**src/rtl/pci_park_arbiter.sv**
```systemverilog
module pci_park_arbiter #(
  parameter int N_MASTERS = 8,
  parameter int CNT_W     = 8
) (
  input  logic                 clk,
  input  logic                 rst_n,
  input  logic [N_MASTERS-1:0] req_n,
  input  logic                 frame_n,
  input  logic                 irdy_n,
  input  logic [N_MASTERS-1:0] req_en,
  input  logic                 park_mode,
  input  logic [CNT_W-1:0]     park_cnt,
  output logic [N_MASTERS-1:0] gnt_n
);
  localparam int IW = (N_MASTERS > 1) ? $clog2(N_MASTERS) : 1;

  logic [N_MASTERS-1:0] gnt_q, eff, tgt_oh;
  logic [IW-1:0]        last_q, win, tgt;
  logic [CNT_W-1:0]     idle_cnt;
  logic                 idle, park_hit, tgt_vld, found;

  assign idle     = frame_n & irdy_n;
  assign eff      = ~req_n & (req_en | N_MASTERS'(1));
  assign park_hit = idle && (idle_cnt >= park_cnt);
  assign gnt_n    = ~gnt_q;

  always_comb begin
    win   = last_q;
    found = 1'b0;
    for (int k = 1; k <= N_MASTERS; k++) begin
      if (!found && eff[(int'(last_q) + k) % N_MASTERS]) begin
        found = 1'b1;
        win   = IW'((int'(last_q) + k) % N_MASTERS);
      end
    end
  end

  always_comb begin
    tgt_vld = 1'b0;
    tgt     = last_q;
    if (|eff) begin
      tgt_vld = 1'b1;
      tgt     = win;
    end else if (park_hit) begin
      tgt_vld = 1'b1;
      tgt     = park_mode ? last_q : '0;
    end
  end

  assign tgt_oh = N_MASTERS'(1) << tgt;

  always_ff @(posedge clk) begin
    if (!rst_n) begin
      gnt_q    <= '0;
      last_q   <= '0;
      idle_cnt <= '0;
    end else if (!idle) begin
      idle_cnt <= '0;
    end else begin
      if (idle_cnt != '1) idle_cnt <= idle_cnt + 1'b1;
      if (!tgt_vld) begin
        gnt_q <= '0;
      end else if (gnt_q == '0) begin
        gnt_q  <= tgt_oh;
        last_q <= tgt;
      end else if (gnt_q != tgt_oh) begin
        gnt_q <= '0;
      end
    end
  end

  p_reset_r1: assert property (@(posedge clk) !rst_n |=> gnt_n == '1)
    else $error("R1 grants not released by reset");

  p_onehot_r2: assert property (@(posedge clk) disable iff (!rst_n) $onehot0(~gnt_n))
    else $error("R2 more than one grant");

  p_busy_hold_r5: assert property (@(posedge clk) disable iff (!rst_n)
    (!frame_n || !irdy_n) |=> $stable(gnt_n))
    else $error("R5 grant moved while bus busy");

  p_dead_cycle_r6: assert property (@(posedge clk) disable iff (!rst_n)
    (gnt_n != '1) |=> (gnt_n == '1 || $stable(gnt_n)))
    else $error("R6 owner changed without a dead cycle");

  p_no_req_r10: assert property (@(posedge clk) disable iff (!rst_n)
    (idle && eff == '0 && !park_hit) |=> gnt_n == '1)
    else $error("R10 grant held with no request");

  p_grant_req_r11: assert property (@(posedge clk) disable iff (!rst_n)
    (idle && gnt_q == '0 && eff != '0) |=> gnt_n != '1)
    else $error("R11 pending request not granted");
endmodule

```
**config.mk**
```make
export PLATFORM = sky130hd
export DESIGN_NAME = pci_park_arbiter
export DESIGN_NICKNAME = d
export VERILOG_FILES = /design/src/rtl/pci_park_arbiter.sv
export SDC_FILE = /design/constraint.sdc
export NUM_CORES = 1
export LEC_CHECK = 0
export BUFFER_PORTS_ARGS = -buffer_cell sky130_fd_sc_hd__buf_2
export CAP_MARGIN = 30
export CORE_MARGIN = 2
export CORE_UTILIZATION = 30
export CTS_CLUSTER_DIAMETER = 120
export DETAILED_ROUTE_END_ITERATION = 10
export GPL_TIMING_DRIVEN = 0
export PLACE_DENSITY_LB_ADDON = 0.15
export SYNTH_ARGS = -nofsm -noshare
export SYNTH_HDL_FRONTEND = slang
export SYNTH_SLANG_ARGS = --single-unit
```
**constraint.sdc**
```tcl
create_clock -name clk -period 3.8 [get_ports clk]
set_input_delay 0.19 -clock clk [delete_from_list [all_inputs] [get_ports clk]]
set_output_delay 0.19 -clock clk [all_outputs]
set_load 0.01 [all_outputs]
```
* After elaboration in Yosys (flattened, before gate mapping)
Cells that the tools add are included.
** Cells by class
- Add/sub/neg operators :: 9
- Magnitude comparators :: 9
- Equality and inequality tests :: 3
- Shift operators :: 1
- Multiplexer cells :: 47
- Bitwise operators :: 12
- Reductions and logical operators :: 28
** Operators by type and width (number)
- $lt A4 B5 Y1 const B :: 8
- $mux W3 :: 11
- $mux W1 :: 25
- $bmux W1 S3 :: 8
- $mux W8 :: 3
- $reduce_or A3 Y1 :: 8
- $not A8 Y8 :: 2
- $add A3 B3 Y3 const B :: 4
- $add A8 B1 Y8 const B :: 1
- $and A1 B1 Y1 const A :: 8
- $and A8 B8 Y8 :: 1
- $ge A8 B8 Y1 :: 1
- $logic_and A1 B1 Y1 :: 8
- $logic_not A8 Y1 :: 1
- $ne A8 B8 Y1 :: 1
- $ne A8 B8 Y1 const B :: 1
- $reduce_or A8 Y1 :: 1
- $shl A1 B3 Y8 const A :: 1
- $logic_not A1 Y1 :: 7
- $add A3 B1 Y3 const B :: 2
- $add A3 B2 Y3 const B :: 2
- $reduce_and A2 Y1 :: 2
- $ne A3 B1 Y1 const B :: 1
- $reduce_and A3 Y1 :: 1
- $and A1 B1 Y1 :: 1
** Storage, ports and cells
- Bits in registers :: 19
- Output and inout bits :: 8
- Word-level logic and storage cells :: 112

* Depth between registers and ports, before layout
Gate-level depths: netlist (run 1).
- Word-level depth :: 34
- Depth in mapped cells :: 16
- Mapped depth without buffers :: 13

* Least setup slack after synthesis (run 1)
Ideal clock, no wire load.
- Kind :: register -> register
- Start :: register last_q[0]
- End :: register gnt_q[0]
- Setup time :: 0.087 ns
- Data arrival time :: 3.668 ns
- Required time :: 3.713 ns
- Setup slack :: 0.045 ns
- Cell stages (with the launch flop) :: 15
- Path buffers :: 2
- Period minus slack after synthesis :: 3.755 ns
- Cells stage by stage :: dfxtp_1 > inv_2 > buf_6 > ha_1 > inv_1 > buf_2 > mux4_2 > and4bb_4 > a31o_4 > a32oi_1 > a211oi_1 > mux2_4 > a211oi_2 > o21ai_2 > o31ai_1
** Between the ends
- Word-level cells in the longest chain between the ends :: 31
- Elaborated cells on any way between the ends :: 70
** Ends and longest elaborated chain
- start: declaration :: RTL line 18 : logic [IW-1:0] last_q, win, tgt;
- start signal: assignment :: RTL line 65 : last_q <= tgt;
- $add A3 B1 Y3 :: RTL line 31, 33
- $bmux W1 S3 :: RTL line 31 : if (!found && eff[(int'(last_q) + k) % N_MASTERS]) begin
- $mux W1 (implied by the code) (2 in series) :: RTL line 31
- $mux W1 :: RTL line 31
- $logic_not A1 Y1 :: RTL line 31
- $logic_and A1 B1 Y1 :: RTL line 31
- $mux W1 :: RTL line 31
- $logic_not A1 Y1 :: RTL line 31
- [14 not listed]
- $logic_not A1 Y1 :: RTL line 31
- $logic_and A1 B1 Y1 :: RTL line 31
- $mux W3 :: RTL line 31
- $mux W3 * :: RTL line 41 : if (|eff) begin
- $shl A1 B3 Y8 * :: RTL line 50 : assign tgt_oh = N_MASTERS'(1) << tgt;
- $ne A8 B8 Y1 :: RTL line 66 : end else if (gnt_q != tgt_oh) begin
- $ne A3 B1 Y1 (no source line)
- $reduce_and A2 Y1 (no source line)
- end signal: assignment :: RTL line 64 : gnt_q <= tgt_oh;
- end: declaration :: RTL line 17 : logic [N_MASTERS-1:0] gnt_q, eff, tgt_oh;
Every way passes the cells marked *; elsewhere a longest branch is shown, timed or not. The select of a mux whose other input is x is not followed.
A chain may end at the register's enable or synchronous reset.

* Worst setup path after layout (run 1)
- Start :: register last_q[0]
- End :: register gnt_q[6]
The elaborated chain is that of the path after synthesis.

==> impl_metrics.json, run 1 <==
{
  "reg2reg_to": "gnt_q[6]$_SDFFE_PN0P_",
  "core_area_mm2": 0.007727,
  "rows": 32,
  "dp_hpwl_mm": 5.354,
  "final_nets": 387,
  "period_needed_ps": 3584,
  "p_leak_nw": 1.175,
  "worstSetupStartpoint": "last_q[0]$_SDFFE_PN0P_",
  "syn_avg_cell_area_um2": 8.107,
  "antenna_found_initial": 0,
  "slew_headroom_pct": 56.79,
  "clk_pin_slew_ps": 80,
  "synth_area_leaders": "dfxtp_1 16%, mux4_2 11%, mux2i_1 7.1%, ha_1 5.8%, nor2_1 4.4%",
  "diodes": 0,
  "syn_nets": 334,
  "yosys.area.top_type_share_pct": 15.96,
  "r2r_cells": 14,
  "ys_seq_area_share_pct": 15.96,
  "yosys_warnings": 0,
  "fin_crit_sh_pct": 94.31,
  "synth_seq_cells": 19,
  "grt_max_degree": 12,
  "tightestPinTransition_ps": 648.2,
  "fp.dieH_um": 93.14,
  "cts_num_sinks": 19,
  "fin_hold_ws_ps": 212.7,
  "track_usage_pct": 16.80,
  "endpoint": "gnt_q[6]$_SDFFE_PN0P_",
  "p_per_area_mw_per_mm2": 1038,
  "max_freq_mhz": 279.0,
  "netlist_area_mm2": 0.002384,
  "first_pass_iters": 4,
  "yosys-top-cells-count": "28 x nor2_1, 22 x inv_1, 19 x dfxtp_1",
  "cts_root_buffer": "clkbuf_8",
  "max-vdd-ir-drop_mv": 0.3676,
  "worstPathRequired_ps": 3980,
  "power_mw": 3.055,
  "worstPathMaxFanout": 8,
  "ant_nets": 0,
  "drtIter0Drc": 156,
  "synth_cell_types": 61,
  "status": "finished, final reports clean",
  "arrival_ps": 3760,
  "setup_viol": 0,
  "synth_top_area_cell": "dfxtp_1",
  "fp.dieW_um": 93.14,
  "critPathLaunchType": "flop",
  "io_buffers": 35,
  "synth_edf_count": 0,
  "yosys_most_used_dff": "dfxtp_1",
  "drv_cap": 0,
  "clockBufferDepth": 2,
  "syn-instance-count": 294,
  "finalWirelength_mm": 6.939,
  "floorplan.initialDensity_pct": 30.85,
  "drive_gt1_share_pct": 28.90,
  "die_area_mm2": 0.008674,
  "crit_path_end_kind": "flop",
  "clock_latency_ps": 260,
  "num_vias": 2440,
  "grt_pass1_wl_mm": 11.69,
  "numCtsBuffers": 3,
  "cts_max_level": 1,
  "vias_per_cell": 5.446,
  "ff2ff_setup_slack_ps": 220,
  "tritoncts": "built",
  "finalHoldViolCount": 0,
  "rr_startpoint": "last_q[0]$_SDFFE_PN0P_",
  "crit_type": "reg -> reg",
  "drc": 0,
  "grt_pass1_vias": 2477,
  "wl_per_cell_um": 15.49,
  "ctsHoldBuffers": 0,
  "yosysMostFrequentCell": "nor2_1",
  "hp-class": "in -> reg",
  "skew_ps": 0.9215,
  "grt_overflow_total": 0,
  "area_growth_pct": 23.41,
  "postSynth.asyncResetShare_pct": 0,
  "ios": 37,
  "grt_setup_unrepaired": "no",
  "place.gp.congestion": 0.8406,
  "slew_viol_final": 0
}
[layer usage]
layer / GRT usage (%) / up-vias / wire (um) / share of wire (%)
li1: - / 1224 / - / -
met1: 22.04 / 1151 / 3201 / 46
met2: 29.05 / 59 / 3305 / 48
met3: 2.417 / 6 / 346 / 5.0
met4: 4.044 / 0 / 86 / 1.2
met5: 0 / - / 0 / 0
[logic make-up (layout without fill, tap and decap cells)]
kind of cell,count (synthesis),in the layout,share of synthesized area (%)
and+or+nand+nor,120,120,27.09
AOI/OAI and AO/OA,69,69,21.31
muxes,34,34,21.15
buffers and inverters,34,86,5.827
DFF,19,19,15.96
adders and majority gates,11,11,5.774
xor gates and xnor gates,7,7,2.888
[what timing repair did]
item	in CTS	in global routing
resized for setup	11	17
gates cloned	0	0
setup endpoints to repair	8	8
setup buffers	6	6
pin swaps	2	6
[power breakdown]
group          switching, mW  internal [mW]  total (mW)
registers             0.0641          0.246       0.311
logic                   1.50           1.10        2.59
clock network         0.0776         0.0732       0.151
[per-stage QoR]
step | util (%) | area [um^2] | cells | setup slack (ps) | setup TNS (ps)
floorplan | - | 2384 | 294 | 44.58 | 0
CTS | 36.46 | 2818 | 441 | 49.79 | 0
global route | 38.07 | 2942 | 448 | 30.65 | 0
global placement | 34.76 | 2686 | 431 | -538.5 | -4223
finish | 38.07 | 2942 | 448 | 216.2 | 0
detailed placement | 34.76 | 2686 | 431 | -515.4 | -4015
[state kept, by name (all words and copies together) (netlist names)]
name,cells
gnt_q,8
last_q,3
idle_cnt,8
[worst max-delay path, stage by stage, from the launching register on]
cell and delay [ps]:
dfxtp_4 370, inv_4 60, buf_12 130, ha_4 240
inv_2 70, buf_6 110, mux4_2 540, and4bb_4 400
a31o_4 190, a32oi_4 120, a211oi_2 310, mux2_4 350
a211oi_4 200, o21ai_4 150, o31ai_1 250
[cells in the final DEF, fill, tap and decap left out, types with 3 or more instances in the layout]
cell,n
a211oi_1,4
o31ai_2,4
mux2i_1,17
mux2_2,3
o22ai_1,3
and3_1,4
buf_4,12
clkbuf_8,3
or2_2,3
a21oi_1,13
nor3_1,10
clkbuf_2,4
nand2_1,17
buf_2,37
xor2_1,3
mux4_2,12
xnor2_1,3
nor4_1,5
a31oi_1,4
clkbuf_1,3
o21ai_0,6
nand3_1,11
inv_1,21
nand2b_1,10
nand4_1,9
o31ai_1,5
ha_1,10
nor2_1,27
o211ai_1,4
dfxtp_1,17
nor2b_1,9
[layout make-up]
type / count / area [um^2]
Timing Repair Buffer: 48 / 270.3
Clock inverter: 1 / 5.005
Fill cell: 817 / 4786
Tap cell: 102 / 127.6
Multi-Input combinational cell: 241 / 1949
Inverter: 24 / 92.59
Sequential cell: 19 / 387.9
Clock buffer: 3 / 41.29
Buffer: 10 / 67.56
[worst min path at each step]
stage	startpoint	to	slack, ps	cells past startpoint
after floorplan	rst_n	last_q[2]$_SDFFE_PN0P_	320	1
after global placement	rst_n	last_q[2]$_SDFFE_PN0P_	500	2
after detailed placement	rst_n	last_q[2]$_SDFFE_PN0P_	490	2
after CTS	rst_n	last_q[2]$_SDFFE_PN0P_	210	2
after global routing	rst_n	last_q[2]$_SDFFE_PN0P_	200	2
final	rst_n	last_q[2]$_SDFFE_PN0P_	210	2
(Power assumes the default switching activity.)
==> run 2, diff against run 1 <==
PLACE_DENSITY = 0.46   (was unset)
PLACE_DENSITY_LB_ADDON = unset   (was 0.15)
==> run 2 against run 1 <==
Net effect: non-clock buffer count is 1 higher; critical endpoint unchanged; maximum frequency is 3.1% lower; sequential share of layout area is 0.23 points lower; hold slack better by 0.85 ps; utilization is 0.66 points higher; register-to-register slack worse by 120 ps; clock skew is 2.3 ps higher; critical path type unchanged; routed wire length is 0.46% lower; first-iteration DRC count is 8.3% higher.
==> impl_metrics.json, run 2 (synthesized netlist as in run 1, its figures left out) <==
{
  "fin_crit_sh_pct": 97.36,
  "r2r_cells": 14,
  "grt_overflow_total": 0,
  "floorplan.initialDensity_pct": 30.85,
  "ios": 37,
  "clockBufferDepth": 2,
  "reg2reg_to": "gnt_q[6]$_SDFFE_PN0P_",
  "register_area_um2": 387.9,
  "fp.dieH_um": 93.14,
  "top_regs": "gnt_q x8, idle_cnt x8, last_q x3",
  "grt_pass1_vias": 2244,
  "skew_ps": 3.214,
  "fin_hold_ws_ps": 213.5,
  "drv_cap": 0,
  "finalHoldViolCount": 0,
  "area_growth_pct": 25.56,
  "worstPathRequired_ps": 3970,
  "grt_max_degree": 12,
  "ant_nets": 0,
  "dp_hpwl_mm": 5.226,
  "clk_pin_slew_ps": 80,
  "arrival_ps": 3870,
  "tightestPinTransition_ps": 618.4,
  "finalWirelength_mm": 6.907,
  "worstPathMaxFanout": 8,
  "fp.dieW_um": 93.14,
  "clock_latency_ps": 260,
  "final_cell_mix": "37 x buf_2, 27 x nor2_1, 21 x inv_1",
  "max_freq_mhz": 270.3,
  "drc": 0,
  "die_area_mm2": 0.008674,
  "crit_path_end_kind": "flop",
  "rr_startpoint": "last_q[0]$_SDFFE_PN0P_",
  "antenna_found_initial": 0,
  "crit_type": "reg -> reg",
  "setup_viol": 0,
  "grt_pass1_wl_mm": 10.92,
  "fill_cells": 800,
  "worstHoldStart": "rst_n",
  "hold_end": "last_q[2]$_SDFFE_PN0P_",
  "track_usage_pct": 15.51,
  "hp-class": "in -> reg",
  "hold_depth": 2,
  "final_nets": 388,
  "cts_root_buffer": "clkbuf_8",
  "core_area_mm2": 0.007727,
  "multi_input_area_mm2": 0.001978,
  "critPathLaunchType": "flop",
  "numCtsBuffers": 3,
  "tritoncts": "built",
  "place.gp.congestion": 0.8187,
  "wl_per_cell_um": 15.38,
  "period_needed_ps": 3700,
  "rows": 32,
  "final_common_cell": "buf_2",
  "num_vias": 2469,
  "vias_per_cell": 5.499,
  "first_pass_iters": 4,
  "drive_gt1_share_pct": 29.97,
  "slew_headroom_pct": 58.77,
  "cts_max_level": 1,
  "slew_viol_final": 0,
  "ctsHoldBuffers": 0,
  "status": "finished, final reports clean",
  "cts_num_sinks": 19,
  "ff2ff_setup_slack_ps": 100,
  "io_buffers": 35,
  "diodes": 0,
  "drtIter0Drc": 169
}
==> run 2: changes by cell type in the layout (fill, tap and decap cells not counted), sizes merged <==
cell           previous run  this run
clkbuf                   10         9
clkdlybuf4s18             0         1
buf                      51        52
==> run 2: worst max-delay path by stage <==
stage / start / endpoint / slack, ps / depth (start not counted)
final: last_q[0]$_SDFFE_PN0P_ / gnt_q[6]$_SDFFE_PN0P_ / 100 / 14
after global routing: last_q[0]$_SDFFE_PN0P_ / gnt_q[6]$_SDFFE_PN0P_ / -40 / 17
after CTS: last_q[0]$_SDFFE_PN0P_ / gnt_q[1]$_SDFFE_PN0P_ / 30 / 14
after detailed placement: last_q[0]$_SDFFE_PN0P_ / gnt_q[1]$_SDFFE_PN0P_ / -500 / 14
after global placement: last_q[1]$_SDFFE_PN0P_ / gnt_q[4]$_SDFFE_PN0P_ / -560 / 13
after floorplan: last_q[0]$_SDFFE_PN0P_ / gnt_q[0]$_SDFFE_PN0P_ / 40 / 14
==> run 2: cell type report <==
| cell class | count | area share [%] |
|---|---|---|
| Multi-Input combinational cell | 241 | 66.10 |
| Sequential cell | 19 | 12.96 |
| Timing Repair Buffer | 49 | 9.866 |
| Tap cell | 102 | 4.264 |
| Inverter | 24 | 3.177 |
| Buffer | 10 | 2.090 |
| Clock buffer | 3 | 1.380 |
| Clock inverter | 1 | 0.1672 |
==> run 2: metrics by stage <==
step | area [um^2] | utilization [%] | instances | setup WS, ps | setup TNS, ps
finish | 2993 | 38.73 | 449 | 100.4 | 0
global route | 2993 | 38.73 | 449 | -39.14 | -118.4
floorplan | 2384 | - | 294 | 44.58 | 0
detailed placement | 2696 | 34.89 | 432 | -496.5 | -3878
global placement | 2686 | 34.76 | 431 | -555.3 | -4378
CTS | 2835 | 36.69 | 443 | 33.41 | 0
==> run 2: timing repair <==
| item | CTS | global route |
|---|---|---|
| gates resized for setup | 11 | 22 |
| buffers inserted | 7 | 6 |
| pin swaps | 2 | 6 |
| endpoints found under the setup margin | 8 | 8 |
==> run 2: critical path, cell delays in order, from the launching register on <==
cell and delay [ps]:
dfxtp_4 370, inv_6 80, buf_8 120, buf_4 150, mux4_2 530, mux2_4 320, and4bb_4 390, a31o_4 170
a32oi_1 170, a211oi_4 310, mux2_4 340, a211oi_4 200, o21ai_4 100, buf_12 150, o31ai_2 220
==> run 2: per-layer routing <==
layer  GRT usage, %  routed length, um  vias to the layer above
met4          2.083                 44                        0
met1          21.64               3273                     1174
met3          2.417                316                        4
li1               -                  -                     1220
met5              0                  0                        -
met2          25.97               3274                       71
Power of run 2 is left out: the tool's default activity adds up to more than one toggle a clock period on the data nets, which glitch-free logic cannot reach.
